`src/rtl/pirq_pkg.sv`:
```
package pirq_pkg;
  typedef enum logic [3:0] {
    MODE_OFF  = 4'h0,
    MODE_LOW  = 4'h8,
    MODE_RISE = 4'h9,
    MODE_FALL = 4'hA,
    MODE_BOTH = 4'hB,
    MODE_HIGH = 4'hC
  } pin_mode_e;

  localparam int MODE_W      = 4;
  localparam int MODE_LSB    = 16;
  localparam int STATUS_WORD = 40;  // byte address 0xA0
endpackage

```
`src/rtl/pirq_sync.sv`:
```
module pirq_sync #(
  parameter int WIDTH  = 32,
  parameter int STAGES = 2
) (
  input  logic             clk,
  input  logic             rst,
  input  logic [WIDTH-1:0] d_i,
  output logic [WIDTH-1:0] q_o
);
  logic [WIDTH-1:0] stage_q [STAGES];

  always_ff @(posedge clk) begin
    if (rst) stage_q[0] <= '0;
    else     stage_q[0] <= d_i;
  end

  for (genvar s = 1; s < STAGES; s++) begin : g_stage
    always_ff @(posedge clk) begin
      if (rst) stage_q[s] <= '0;
      else     stage_q[s] <= stage_q[s-1];
    end
  end

  assign q_o = stage_q[STAGES-1];
endmodule

```
`src/rtl/pirq_cond.sv`:
```
module pirq_cond
  import pirq_pkg::*;
#(
  parameter int NUM_PINS = 32
) (
  input  logic                       clk,
  input  logic                       rst,
  input  logic [NUM_PINS-1:0]        cur_i,
  input  logic [NUM_PINS*MODE_W-1:0] mode_i,
  output logic [NUM_PINS-1:0]        hit_o
);
  logic [NUM_PINS-1:0] prev_q;

  always_ff @(posedge clk) begin
    if (rst) prev_q <= '0;
    else     prev_q <= cur_i;
  end

  for (genvar i = 0; i < NUM_PINS; i++) begin : g_pin
    logic [MODE_W-1:0] m;
    assign m = mode_i[i*MODE_W +: MODE_W];
    always_comb begin
      case (m)
        MODE_LOW:  hit_o[i] = ~cur_i[i];
        MODE_HIGH: hit_o[i] = cur_i[i];
        MODE_RISE: hit_o[i] = cur_i[i] & ~prev_q[i];
        MODE_FALL: hit_o[i] = ~cur_i[i] & prev_q[i];
        MODE_BOTH: hit_o[i] = cur_i[i] ^ prev_q[i];
        default:   hit_o[i] = 1'b0;
      endcase
    end
  end
endmodule

```
`src/rtl/pirq_modes.sv`:
```
module pirq_modes
  import pirq_pkg::*;
#(
  parameter int NUM_PINS = 32,
  parameter int IDX_W    = 6
) (
  input  logic                       clk,
  input  logic                       rst,
  input  logic                       wr_en,
  input  logic [IDX_W-1:0]           wr_idx,
  input  logic [MODE_W-1:0]          wr_mode,
  output logic [NUM_PINS*MODE_W-1:0] mode_o
);
  for (genvar i = 0; i < NUM_PINS; i++) begin : g_mode
    logic [MODE_W-1:0] mode_q;
    always_ff @(posedge clk) begin
      if (rst)                                 mode_q <= '0;
      else if (wr_en && wr_idx == IDX_W'(i))   mode_q <= wr_mode;
    end
    assign mode_o[i*MODE_W +: MODE_W] = mode_q;
  end
endmodule

```
`src/rtl/pin_irq_detector.sv`:
```
module pin_irq_detector
  import pirq_pkg::*;
#(
  parameter int NUM_PINS    = 32,
  parameter int ADDR_W      = 8,
  parameter int SYNC_STAGES = 2
) (
  input  logic                clk,
  input  logic                rst,
  input  logic [NUM_PINS-1:0] pins_i,
  input  logic                bus_wr,
  input  logic [ADDR_W-1:0]   bus_addr,
  input  logic [31:0]         bus_wdata,
  output logic [31:0]         bus_rdata,
  output logic                irq_o
);
  localparam int                IDX_W       = ADDR_W - 2;
  localparam logic [ADDR_W-1:0] STATUS_ADDR = ADDR_W'(STATUS_WORD * 4);

  logic [NUM_PINS-1:0]        pins_s, hit, clr, status_q, status_d;
  logic [NUM_PINS*MODE_W-1:0] mode_flat;
  logic [IDX_W-1:0]           word;
  logic                       ctrl_sel, sts_sel;
  logic [31:0]                rd_mux;
  logic                       irq_q;
  logic [31:0]                rdata_q;

  assign word     = bus_addr[ADDR_W-1:2];
  assign ctrl_sel = (bus_addr[1:0] == 2'b00) && (int'(word) < NUM_PINS);
  assign sts_sel  = (bus_addr == STATUS_ADDR);

  pirq_sync #(.WIDTH(NUM_PINS), .STAGES(SYNC_STAGES)) u_sync (
    .clk(clk), .rst(rst), .d_i(pins_i), .q_o(pins_s)
  );

  pirq_modes #(.NUM_PINS(NUM_PINS), .IDX_W(IDX_W)) u_modes (
    .clk(clk), .rst(rst),
    .wr_en(bus_wr && ctrl_sel),
    .wr_idx(word),
    .wr_mode(bus_wdata[MODE_LSB +: MODE_W]),
    .mode_o(mode_flat)
  );

  pirq_cond #(.NUM_PINS(NUM_PINS)) u_cond (
    .clk(clk), .rst(rst), .cur_i(pins_s), .mode_i(mode_flat), .hit_o(hit)
  );

  // Detection is OR-ed in after the clear, so it wins a same-cycle race.
  assign clr      = (bus_wr && sts_sel) ? bus_wdata[NUM_PINS-1:0] : '0;
  assign status_d = (status_q & ~clr) | hit;

  always_comb begin
    rd_mux = '0;
    if (sts_sel) rd_mux[NUM_PINS-1:0] = status_q;
    for (int i = 0; i < NUM_PINS; i++) begin
      if (ctrl_sel && int'(word) == i)
        rd_mux[MODE_LSB +: MODE_W] = mode_flat[i*MODE_W +: MODE_W];
    end
  end

  always_ff @(posedge clk) begin
    if (rst) begin
      status_q <= '0;
      irq_q    <= 1'b0;
      rdata_q  <= '0;
    end else begin
      status_q <= status_d;
      irq_q    <= |status_d;
      rdata_q  <= rd_mux;
    end
  end

  assign irq_o     = irq_q;
  assign bus_rdata = rdata_q;
endmodule

```
`config.mk`:
```
export PLATFORM = sky130hd
export DESIGN_NAME = pin_irq_detector
export DESIGN_NICKNAME = d
export VERILOG_FILES = /design/src/rtl/pirq_pkg.sv /design/src/rtl/pirq_sync.sv /design/src/rtl/pirq_cond.sv /design/src/rtl/pirq_modes.sv /design/src/rtl/pin_irq_detector.sv
export SDC_FILE = /design/constraint.sdc
export NUM_CORES = 1
export LEC_CHECK = 0
export ABC_AREA = 1
export ABC_CLOCK_PERIOD_IN_PS = 2600
export CAP_MARGIN = 25
export CORE_MARGIN = 2
export CORE_UTILIZATION = 55
export CTS_CLUSTER_DIAMETER = 200
export DETAILED_ROUTE_END_ITERATION = 16
export PLACE_DENSITY = 0.76
export RECOVER_POWER = 50
export SLEW_MARGIN = 20
export SYNTH_ARGS = -nofsm -noshare
export SYNTH_HDL_FRONTEND = slang
export SYNTH_SLANG_ARGS = --single-unit
export TNS_END_PERCENT = 1
```
`constraint.sdc`:
```
create_clock -name clk -period 2.6 [get_ports clk]
set_input_delay 0.52 -clock clk [delete_from_list [all_inputs] [get_ports clk]]
set_output_delay 0.52 -clock clk [all_outputs]
set_load 0.02 [all_outputs]
```
==> run metrics, run 1 <==
vias in the first global route between 10000 and 15000; power share of the sequential group ~50%; # port buffers between 100 and 150; Synth area leaders dfxtp_1, inv_1, nand2_1; CTS tree built; CP max stage cell nor3_2; Setup Skew 0.00990 ns; Pins Over Slew Limit 0; IO Count ~110; net load switching power 2.01 mW; Layout Nets approximately 2100; P&R area growth vs syn 25.3%; asr flop ratio synth 0%; CORE AREA 22700 um2; Total GRT Usage 29.1%; slowest stage delay, CP between 0.15 and 0.2 ns; syn_area_per_cell 7.35 um2; dpl ws -0.765 ns; Max-slew headroom between 20% and 30%; CTS buffer count 29; dpl hpwl 26000 um; status complete, no violations; DR vias around 12000; top cells by count, synth inv_1, dfxtp_1, nand2_1; GP Congestion 0.969; part of the power in combinational logic 6.1%; share of cells above drive strength 1 10.5%; final period utilization 90.2%; clock buffer depth 3; Final Hold Viols 0; crit-path most repeated cell nand4_1; crit path kind in2reg; first-pass GRT wire length approximately 57000 um; Sw Share 22.2%; Die Y between 150 and 200 um; Hold Path Depth 2; Starting Density 56.2%; chip width 156 um; diode count 0; Residual DRC 0; later-pin clock latency in the skew report 0.55 ns; worst slew pin tran 1.11 ns; Yosys cell types 29; Num Clock Sinks 289; Root Buffer clkbuf_16; largest net degree at the start of global routing 147; critical path cell sequence buf_4 > inv_2 > nand2_4 > nor2_4 > buf_4 > nand3_1 > nand2_1 > nor2_1 > nand4_1 > nor2_1 > nand4_1 > nor2_1 > nand4_1 > nand2_1 > nand4_1 > nor2_1 > nand3_1 > nor3_2 > nand4_1 > nand2_1 > nand4_1 > nand2_1 > a21oi_1; TNS Setup 0 ns; die area 24400 um2; Initial DRC Count 904; GR Overflow Total 0; final worst slack 0.255 ns; CP Max Fanout 4; post-synthesis net count 1877; initial antenna violation count 0; Routed Antenna Nets 0; Max IR drop VDD ~0.48 mV; Synth Flop Type dfxtp_1; final instance area 16000 um2; Yosys reg bits 289; Reg clk slew, reported paths 0.06 ns; Worst Hold Class reg2reg; Leak 6.32 nW; clock share of power 44.0%; post-synth top area share 45.3%; cells after synthesis 1738; Worst Setup End Kind flip-flop; leading area contributor after synthesis dfxtp_1; Reg2Reg Depth 20; register area share after synthesis a little under half; Final min period 2.34 ns; Synth Cell Area 12800 um2; Pint 7.07 mW; Post-synth EDFFs 0; hold buffers post-CTS 0; DP Area roughly 15000 um2; Cell Rows 55; DRT Wirelength around 36000 um; max cap viols 0; Req. time, crit path roughly 3 ns; most common cell in the synthesized netlist inv_1; Pwr per Cell Area 568 nW/um2; H-tree levels 1; Yosys Warn Count 0; CP Data Arrival Time between 2 and 3 ns; drt first pass iters 7; CP Launch Type input pin; Setup-failing EPs final 0; top achievable clock speed 427 MHz; DR WL/cell 15.7 um; vias per cell between 5 and 6
-- power groups by stage --
stage	sequential [mW]	combinational, mW	clock [mW]
2_1_floorplan	4.62	0.248	0
3_3_place_gp	4.62	0.520	0
3_5_place_dp	4.63	0.534	0
4_1_cts	4.53	0.540	4.04
5_1_grt	4.53	0.616	4.21
6_report	4.53	0.558	3.99
-- through the flow --
stage	total power [mW]	utilization (%)	cells	hold slack, ns
global route	9.36	70.4	2257	0.406
floorplan	4.87	-	1738	0.388
CTS	9.10	70.0	2250	0.399
global placement	5.14	65.9	2202	0.389
detailed placement	5.16	65.9	2202	0.392
finish	9.08	70.4	2257	0.395
-- worst max-delay path, delay by kind of cell --
kind	cells	cell delay, ns
compound gates	1	0.06
buf+inv	3	0.30
simple gates	19	1.90
-- cell type report --
class	instances	area, um2
inverter	318	1200
clock buffer	44	812
clock inverter	4	73.8
tap	285	357
fill	1875	6720
timing repair buffer	233	2050
multi-input combinational	1084	5710
sequential	289	5790
-- flip-flops by register name, indices dropped and copies added (netlist names) --
| signal | count |
|---|---|
| u_cond.prev_q | 32 |
| status_q | 32 |
| u_modes.g_mode.mode_q | 128 |
| u_sync.stage_q | 64 |
| bus_rdata | 32 |
| irq_o | 1 |
-- path summary, 6_finish.rpt --
kind,startpoint,to,slack (ns)
min,u_sync.stage_q[0][14]$_SDFF_PP0_,u_sync.stage_q[1][14]$_SDFF_PP0_,0.40
max,bus_addr[3],bus_rdata[16]$_SDFF_PP0_,0.26
min reg2reg,u_sync.stage_q[0][14]$_SDFF_PP0_,u_sync.stage_q[1][14]$_SDFF_PP0_,0.40
max reg2reg,u_modes.g_mode[0].mode_q[3]$_SDFFE_PP0P_,bus_rdata[19]$_SDFF_PP0_,0.28
-- cell families (layout without fill, tap and decap cells) --
| logic type | count (synthesis) | after routing | synth area share [%] |
|---|---|---|---|
| buf+inv | 365 | 599 | 10.7 |
| compound gates | 418 | 418 | 18.3 |
| simple gates | 602 | 602 | 19.4 |
| flops | 289 | 289 | 45.3 |
| fa+ha+maj | 64 | 64 | 6.27 |
-- layout by cell type (no fill, tap or decap), types with 7 or more instances in the layout --
cell type / n
a211oi_1: 24
inv_1: 307
nor3_1: 16
nand3_1: 31
dfxtp_1: 288
nor2_2: 10
buf_6: 7
clkbuf_1: 16
o22ai_1: 24
nand4_1: 43
ha_1: 64
nor2_1: 236
a32o_1: 8
o311ai_0: 23
clkdlybuf4s50_1: 98
a21oi_1: 178
inv_2: 8
o211ai_1: 9
nand2_1: 240
clkbuf_16: 29
o21ai_0: 150
buf_4: 116
-- metal layers --
metal | vias to the layer above | share of wire (%) | global-route usage, %
li1 | 6083 | - | -
met1 | 5581 | 45 | 39.2
met2 | 360 | 46 | 48.2
met3 | 78 | 6.2 | 3.82
met4 | 0 | 3.4 | 9.70
met5 | - | 0 | 0
-- repair_timing --
item                       in CTS  in global routing
pin swaps                       5                 26
setup buffers                   0                  7
cloned                          0                  0
resized for setup              20                 69
setup endpoints to repair       5                  5
(Power assumes the default switching activity.)
==> run 2, diff against run 1 <==
Settings changed: TNS_END_PERCENT 1 to not set.
==> results of run 2 <==
The final DEF is identical to that of run 1; final timing and power are the same.
